`config.mk`:
```
export PLATFORM = sky130hd
export DESIGN_NAME = ldst_agu
export DESIGN_NICKNAME = d
export VERILOG_FILES = /design/src/rtl/ldst_pkg.sv /design/src/rtl/ldst_offset_gen.sv /design/src/rtl/ldst_addr_sel.sv /design/src/rtl/ldst_req_ctrl.sv /design/src/rtl/ldst_agu.sv
export SDC_FILE = /design/constraint.sdc
export NUM_CORES = 1
export LEC_CHECK = 0
export BUFFER_PORTS_ARGS = -buffer_cell sky130_fd_sc_hd__buf_2
export CAP_MARGIN = 20
export CORE_ASPECT_RATIO = 0.8
export CORE_MARGIN = 2
export CORE_UTILIZATION = 57
export CTS_CLUSTER_SIZE = 28
export DETAILED_ROUTE_END_ITERATION = 7
export GPL_TIMING_DRIVEN = 0
export PLACE_DENSITY = 0.87
export SYNTH_ARGS = -nofsm -noshare
export SYNTH_HDL_FRONTEND = slang
export SYNTH_SLANG_ARGS = --single-unit
```
`constraint.sdc`:
```
create_clock -name clk -period 9.35 [get_ports clk]
set_input_delay 0.935 -clock clk [delete_from_list [all_inputs] [get_ports clk]]
set_output_delay 0.935 -clock clk [all_outputs]
set_load 0.02 [all_outputs]
```
`src/rtl/ldst_pkg.sv`:
```
package ldst_pkg;

    parameter int AW         = 32;
    parameter int DW         = 32;
    parameter int IMM_W      = 12;
    parameter int SHAMT_W    = 5;
    parameter int ALIGN_BITS = 2;

    typedef enum logic [1:0] {
        AM_OFFSET = 2'd0,
        AM_PRE    = 2'd1,
        AM_POST   = 2'd2,
        AM_RSVD   = 2'd3
    } amode_e;

    typedef struct packed {
        logic [AW-1:0] addr;
        logic [AW-1:0] new_base;
        logic          wb_req;
        logic          misaligned;
    } addr_res_t;

    typedef struct packed {
        logic [AW-1:0] addr;
        logic [DW-1:0] wdata;
        logic          write;
        logic          wb_req;
        logic [AW-1:0] wb_value;
    } mem_req_t;

    function automatic logic low_bits_set(input logic [AW-1:0] a);
        return |a[ALIGN_BITS-1:0];
    endfunction

endpackage

```
`src/rtl/ldst_offset_gen.sv`:
```
module ldst_offset_gen
    import ldst_pkg::*;
#(
    parameter int OW   = DW,
    parameter int IW   = IMM_W,
    parameter int SW   = SHAMT_W
) (
    input  logic          use_reg,
    input  logic [IW-1:0] imm,
    input  logic [OW-1:0] index,
    input  logic [SW-1:0] shamt,
    output logic [OW-1:0] offset
);
    logic [OW-1:0] shifted;

    always_comb begin
        shifted = index << shamt;
        offset  = use_reg ? shifted : OW'(imm);
    end

endmodule

```
`src/rtl/ldst_addr_sel.sv`:
```
module ldst_addr_sel
    import ldst_pkg::*;
(
    input  logic [1:0]    mode,
    input  logic [AW-1:0] base,
    input  logic [AW-1:0] offset,
    output addr_res_t     res
);
    logic [AW-1:0] sum;

    always_comb begin
        sum          = base + offset;
        res.new_base = sum;
        case (amode_e'(mode))
            AM_PRE: begin
                res.addr   = sum;
                res.wb_req = 1'b1;
            end
            AM_POST: begin
                res.addr   = base;
                res.wb_req = 1'b1;
            end
            default: begin
                res.addr   = sum;
                res.wb_req = 1'b0;
            end
        endcase
        res.misaligned = low_bits_set(res.addr);
    end

endmodule

```
`src/rtl/ldst_req_ctrl.sv`:
```
module ldst_req_ctrl
    import ldst_pkg::*;
(
    input  logic          clk,
    input  logic          rst,
    input  logic          op_valid,
    output logic          op_ready,
    input  logic          op_store,
    input  logic [DW-1:0] op_wdata,
    input  addr_res_t     res,
    output logic          mem_valid,
    input  logic          mem_ready,
    output logic          mem_write,
    output logic [AW-1:0] mem_addr,
    output logic [DW-1:0] mem_wdata,
    input  logic [DW-1:0] mem_rdata,
    output logic          ld_done,
    output logic [DW-1:0] ld_data,
    output logic          wb_en,
    output logic [AW-1:0] wb_value,
    output logic          misalign_err
);
    typedef enum logic {ST_IDLE, ST_BUSY} state_e;

    state_e   state;
    mem_req_t req_q;
    logic     accept;

    assign accept    = op_valid && (state == ST_IDLE);
    assign op_ready  = (state == ST_IDLE);
    assign mem_valid = (state == ST_BUSY);
    assign mem_write = req_q.write;
    assign mem_addr  = req_q.addr;
    assign mem_wdata = req_q.wdata;

    always_ff @(posedge clk) begin
        if (rst) begin
            state        <= ST_IDLE;
            req_q        <= '0;
            ld_done      <= 1'b0;
            ld_data      <= '0;
            wb_en        <= 1'b0;
            wb_value     <= '0;
            misalign_err <= 1'b0;
        end else begin
            ld_done      <= 1'b0;
            wb_en        <= 1'b0;
            misalign_err <= 1'b0;
            if (accept) begin
                if (res.misaligned) begin
                    misalign_err <= 1'b1;
                end else begin
                    state          <= ST_BUSY;
                    req_q.addr     <= res.addr;
                    req_q.wdata    <= op_wdata;
                    req_q.write    <= op_store;
                    req_q.wb_req   <= res.wb_req;
                    req_q.wb_value <= res.new_base;
                end
            end else if (state == ST_BUSY && mem_ready) begin
                state    <= ST_IDLE;
                wb_en    <= req_q.wb_req;
                wb_value <= req_q.wb_value;
                if (!req_q.write) begin
                    ld_done <= 1'b1;
                    ld_data <= mem_rdata;
                end
            end
        end
    end


    req_hold_chk: assert property (@(posedge clk) disable iff (rst)
        (mem_valid && !mem_ready) |=> (mem_valid && $stable(mem_addr)
                                      && $stable(mem_write) && $stable(mem_wdata)));


    aligned_req_chk: assert property (@(posedge clk) disable iff (rst)
        mem_valid |-> (mem_addr[1:0] == 2'b00));


    strobe_after_hs_chk: assert property (@(posedge clk) disable iff (rst)
        (wb_en || ld_done) |-> $past(mem_valid && mem_ready));


    no_store_done_chk: assert property (@(posedge clk) disable iff (rst)
        (mem_valid && mem_ready && mem_write) |=> !ld_done);

endmodule

```
`src/rtl/ldst_agu.sv`:
```
module ldst_agu
    import ldst_pkg::*;
(
    input  logic               clk,
    input  logic               rst,
    input  logic               op_valid,
    output logic               op_ready,
    input  logic               op_store,
    input  logic [1:0]         op_mode,
    input  logic               op_use_reg,
    input  logic [AW-1:0]      op_base,
    input  logic [DW-1:0]      op_index,
    input  logic [SHAMT_W-1:0] op_shamt,
    input  logic [IMM_W-1:0]   op_imm,
    input  logic [DW-1:0]      op_wdata,
    output logic               mem_valid,
    input  logic               mem_ready,
    output logic               mem_write,
    output logic [AW-1:0]      mem_addr,
    output logic [DW-1:0]      mem_wdata,
    input  logic [DW-1:0]      mem_rdata,
    output logic               ld_done,
    output logic [DW-1:0]      ld_data,
    output logic               wb_en,
    output logic [AW-1:0]      wb_value,
    output logic               misalign_err
);
    logic [AW-1:0] offset;
    addr_res_t     res;

    ldst_offset_gen #(.OW(AW), .IW(IMM_W), .SW(SHAMT_W)) u_ofs (
        .use_reg (op_use_reg),
        .imm     (op_imm),
        .index   (op_index),
        .shamt   (op_shamt),
        .offset  (offset)
    );

    ldst_addr_sel u_sel (
        .mode   (op_mode),
        .base   (op_base),
        .offset (offset),
        .res    (res)
    );

    ldst_req_ctrl u_ctrl (
        .clk          (clk),
        .rst          (rst),
        .op_valid     (op_valid),
        .op_ready     (op_ready),
        .op_store     (op_store),
        .op_wdata     (op_wdata),
        .res          (res),
        .mem_valid    (mem_valid),
        .mem_ready    (mem_ready),
        .mem_write    (mem_write),
        .mem_addr     (mem_addr),
        .mem_wdata    (mem_wdata),
        .mem_rdata    (mem_rdata),
        .ld_done      (ld_done),
        .ld_data      (ld_data),
        .wb_en        (wb_en),
        .wb_value     (wb_value),
        .misalign_err (misalign_err)
    );


    err_quiet_chk: assert property (@(posedge clk) disable iff (rst)
        misalign_err |-> (!mem_valid && !wb_en && !ld_done));


    reset_idle_chk: assert property (@(posedge clk)
        $past(rst) |-> (op_ready && !mem_valid && !wb_en && !ld_done && !misalign_err));

endmodule

```
==> impl_metrics.yaml <==
global_routing:
  grt_first_pass_wirelength_mm: 51.7
  grt_pass1_vias: 9986
  grt_max_degree: 17
  busiest_layer: "met2"
  use_met1: 0.483
  gr-total-overflow: 0
  antenna_found_initial: 2
  grt_use_met2: 0.529
  grt_use_total: 0.347
  grtUsageMet3: 0.0897
sta:
  fin_crit_sh: 0.589
  setup_tns_ps: 0
  slew_violations: 0
  period_minus_slack_ps: 5500
  setup-violations-final: 0
  worstMarginPinSlew_ps: 856
  rsz0062_at_grt: "no"
  finalClockSkew_ps: 8.97
  max_freq_ghz: 0.182
  relSlewSlack: 0.430
  hold_viol_final: 0
floorplanning:
  initial_utilization: 0.579
  die_w_um: 152
  fp-row-count: 43
  ios: 287
  die_h_um: 122
  die-area_sq_um: 18600
  core_sq_um: 17200
cells_and_area:
  areaGrowthSynthToFinish_pct: 23.0
  drive_gt1_frac: 0.258
  nFillCells: 1372
  fin_nets: 1807
  multi_input_area_sq_um: 5700
  final_util: 0.712
  regArea_sq_um: 3320
power:
  power_density_nw_per_um2: 161
  p_leak_nw: 5.65
  ir_worst_vdd_mv: 0.161
  total_power_mw: 1.97
placement:
  port_buffers: 282
  dp_hpwl_mm: 25.8
  gp_congestion: 1.02
clocking:
  cts_buffers: 17
  cts_setup_buffers: 0
  post_cts_resized: 0
  clock-sinks: 166
  cts_root_buf: "clkbuf_16"
  cts_tree: "done"
  hold_buffers: 0
  clk_pin_slew_ps: 70
  clkLatencyLatePin_ps: 430
  cts.path.max_buffers: 2
  h-tree-depth: 4
worst_setup_path:
  cpMaxStageDelayCell: "buf_1"
  required_ps: 9660
  critical_path.top_delay_family: "compound AO/OA/AOI/OAI gates"
  start_kind: "input port"
  path_cells: "buf_2 > inv_1 > clkbuf_1 > buf_1 > nor2_1 > a21oi_1 > mux2i_1 > nor2b_1 > ha_1 > and4_4 > and3_1 > a221oi_1 > nor3b_2 > a211oi_2 > a41o_1 > and4_4 > a311o_1"
  cp.arrival_ps: 5810
  path_common_cell: "and4_4"
  critical_path_class: "input port to flop"
  crit_buf_inv: 4
  crit_fanout: 10
  cpPeakStageDelay_ps: 610
  cp-end-kind: "flop"
routing:
  wl_mm: 34.0
  drtIter0Drc: 1360
  postRouteAntennaNets: 0
  dr.pass1.iters: 7
  drc: 0
  via_count: 11000
  wl_per_cell_um: 18.3
  post_drt_via_cell_ratio: 5.92
synth:
  synth_warnings: 0
  seq_area_frac_synth: 0.333
  synth_commonest_cells: "nand2_1, a21oi_1, dfxtp_1, nor2_1, clkbuf_1"
  synth-edff-count: 0
  syn-cell-area_sq_um: 9970
  syn_area_per_cell_sq_um: 7.55
  yosysMostFrequentCell: "nand2_1"
  ys_types: 69
  synth_top_flop_cell: "dfxtp_1"
  yosysTopAreaCell: "dfxtp_1"
  yosysTopAreaCellShare: 0.333
  syn_nets: 1506
  synth_area_leaders: "dfxtp_1, nand2_1, a21oi_1"
  synth_cells: 1320
  synthArstFlopShare: 0
  ys_seq_elements: 166
outcome:
  status: "complete, no violations"
min_path:
  worst_hold_path_type: "flop to flop"
run:
  cap_violations: 0
-- report_power, final --
group	internal (mW)	total (mW)	switching [mW]
registers	0.739	0.758	0.0189
logic	0.191	0.497	0.306
clock network	0.402	0.718	0.316
-- stage by stage --
| stage | instances | cell area, sq um | worst slack (ps) | hold slack (ps) |
|---|---|---|---|---|
| finish | 1861 | 12300 | 3850 | 451 |
| detailed placement | 1827 | 11700 | 3650 | 443 |
| global placement | 1827 | 11700 | 3690 | 436 |
| CTS | 1859 | 12300 | 4040 | 452 |
| floorplan | 1320 | 9970 | 4500 | 427 |
| global route | 1860 | 12300 | 3670 | 465 |
-- cell usage in the layout (no fill, tap or decap), drive strengths merged, types with 6 or more instances in the layout --
| cell | synthesis | layout |
|---|---|---|
| o22ai | 20 | 20 |
| o21ai | 65 | 65 |
| a21o | 15 | 15 |
| nor2b | 10 | 10 |
| ha | 32 | 32 |
| o21a | 13 | 13 |
| and2 | 11 | 11 |
| mux2i | 52 | 52 |
| nand2b | 6 | 6 |
| or3 | 6 | 6 |
| a31o | 6 | 6 |
| inv | 29 | 35 |
| nand3 | 29 | 29 |
| clkbuf | 73 | 91 |
| buf | 82 | 364 |
| a31oi | 13 | 13 |
| a211oi | 15 | 15 |
| nand2 | 295 | 295 |
| mux4 | 10 | 10 |
| nor3 | 23 | 23 |
| a21oi | 167 | 167 |
| xor2 | 9 | 9 |
| mux2 | 10 | 10 |
| nor2 | 74 | 74 |
| o211ai | 6 | 6 |
| xnor2 | 12 | 12 |
| and3 | 12 | 12 |
| dfxtp | 166 | 166 |
-- logic make-up after synthesis --
family	after synthesis	share of synthesized area
buffers and inverters	184	0.0953
XOR/XNOR	21	0.0184
flip-flops	166	0.333
adder cells (fa/ha/maj)	33	0.0422
multiplexers	72	0.0861
AO/OA/AOI/OAI	355	0.213
AND/OR/NAND/NOR	489	0.212
-- worst reg2reg max path, stage by stage, from the launching register on --
cell	delay [ps]
dfxtp_1	350
inv_1	110
and3_1	170
clkbuf_1	310
clkbuf_1	520
clkbuf_1	650
nand3_1	260
a21oi_1	180
-- sequential cells by signal, indices dropped and copies added, names as in the netlist --
signal,cells
u_ctrl.ld_data,32
u_ctrl.ld_done,1
u_ctrl.mem_addr,32
u_ctrl.mem_valid,1
u_ctrl.mem_wdata,32
u_ctrl.mem_write,1
u_ctrl.misalign_err,1
u_ctrl.req_q,33
u_ctrl.wb_en,1
u_ctrl.wb_value,32
-- layout make-up --
class                           instances  area share
Buffer                                155      0.0686
Multi-Input combinational cell        970       0.465
Clock inverter                         14      0.0136
Sequential cell                       166       0.271
Timing Repair Buffer                  282       0.115
Inverter                               29     0.00888
Tap cell                              225      0.0230
Antenna cell                            2    0.000408
Clock buffer                           18      0.0350
-- layer usage --
| metal | part of all wire | vias to the layer above |
|---|---|---|
| met5 | 0.00035 | - |
| met4 | 0.030 | 2 |
| met3 | 0.13 | 108 |
| met2 | 0.43 | 730 |
| met1 | 0.41 | 5076 |
| li1 | - | 5110 |
-- final timing paths --
| kind | startpoint | endpoint | slack [ps] | depth (start not counted) |
|---|---|---|---|---|
| min | u_ctrl.req_q[22]$_SDFFE_PP0P_ | u_ctrl.wb_value[22]$_SDFFE_PP0P_ | 450 | 2 |
| max reg2reg | u_ctrl.mem_valid$_SDFFE_PP0P_ | u_ctrl.req_q[22]$_SDFFE_PP0P_ | 6740 | 7 |
| min reg2reg | u_ctrl.req_q[22]$_SDFFE_PP0P_ | u_ctrl.wb_value[22]$_SDFFE_PP0P_ | 450 | 2 |
| max | op_shamt[2] | u_ctrl.req_q[29]$_SDFFE_PP0P_ | 3850 | 17 |
Power figures use the tool's default switching activity.
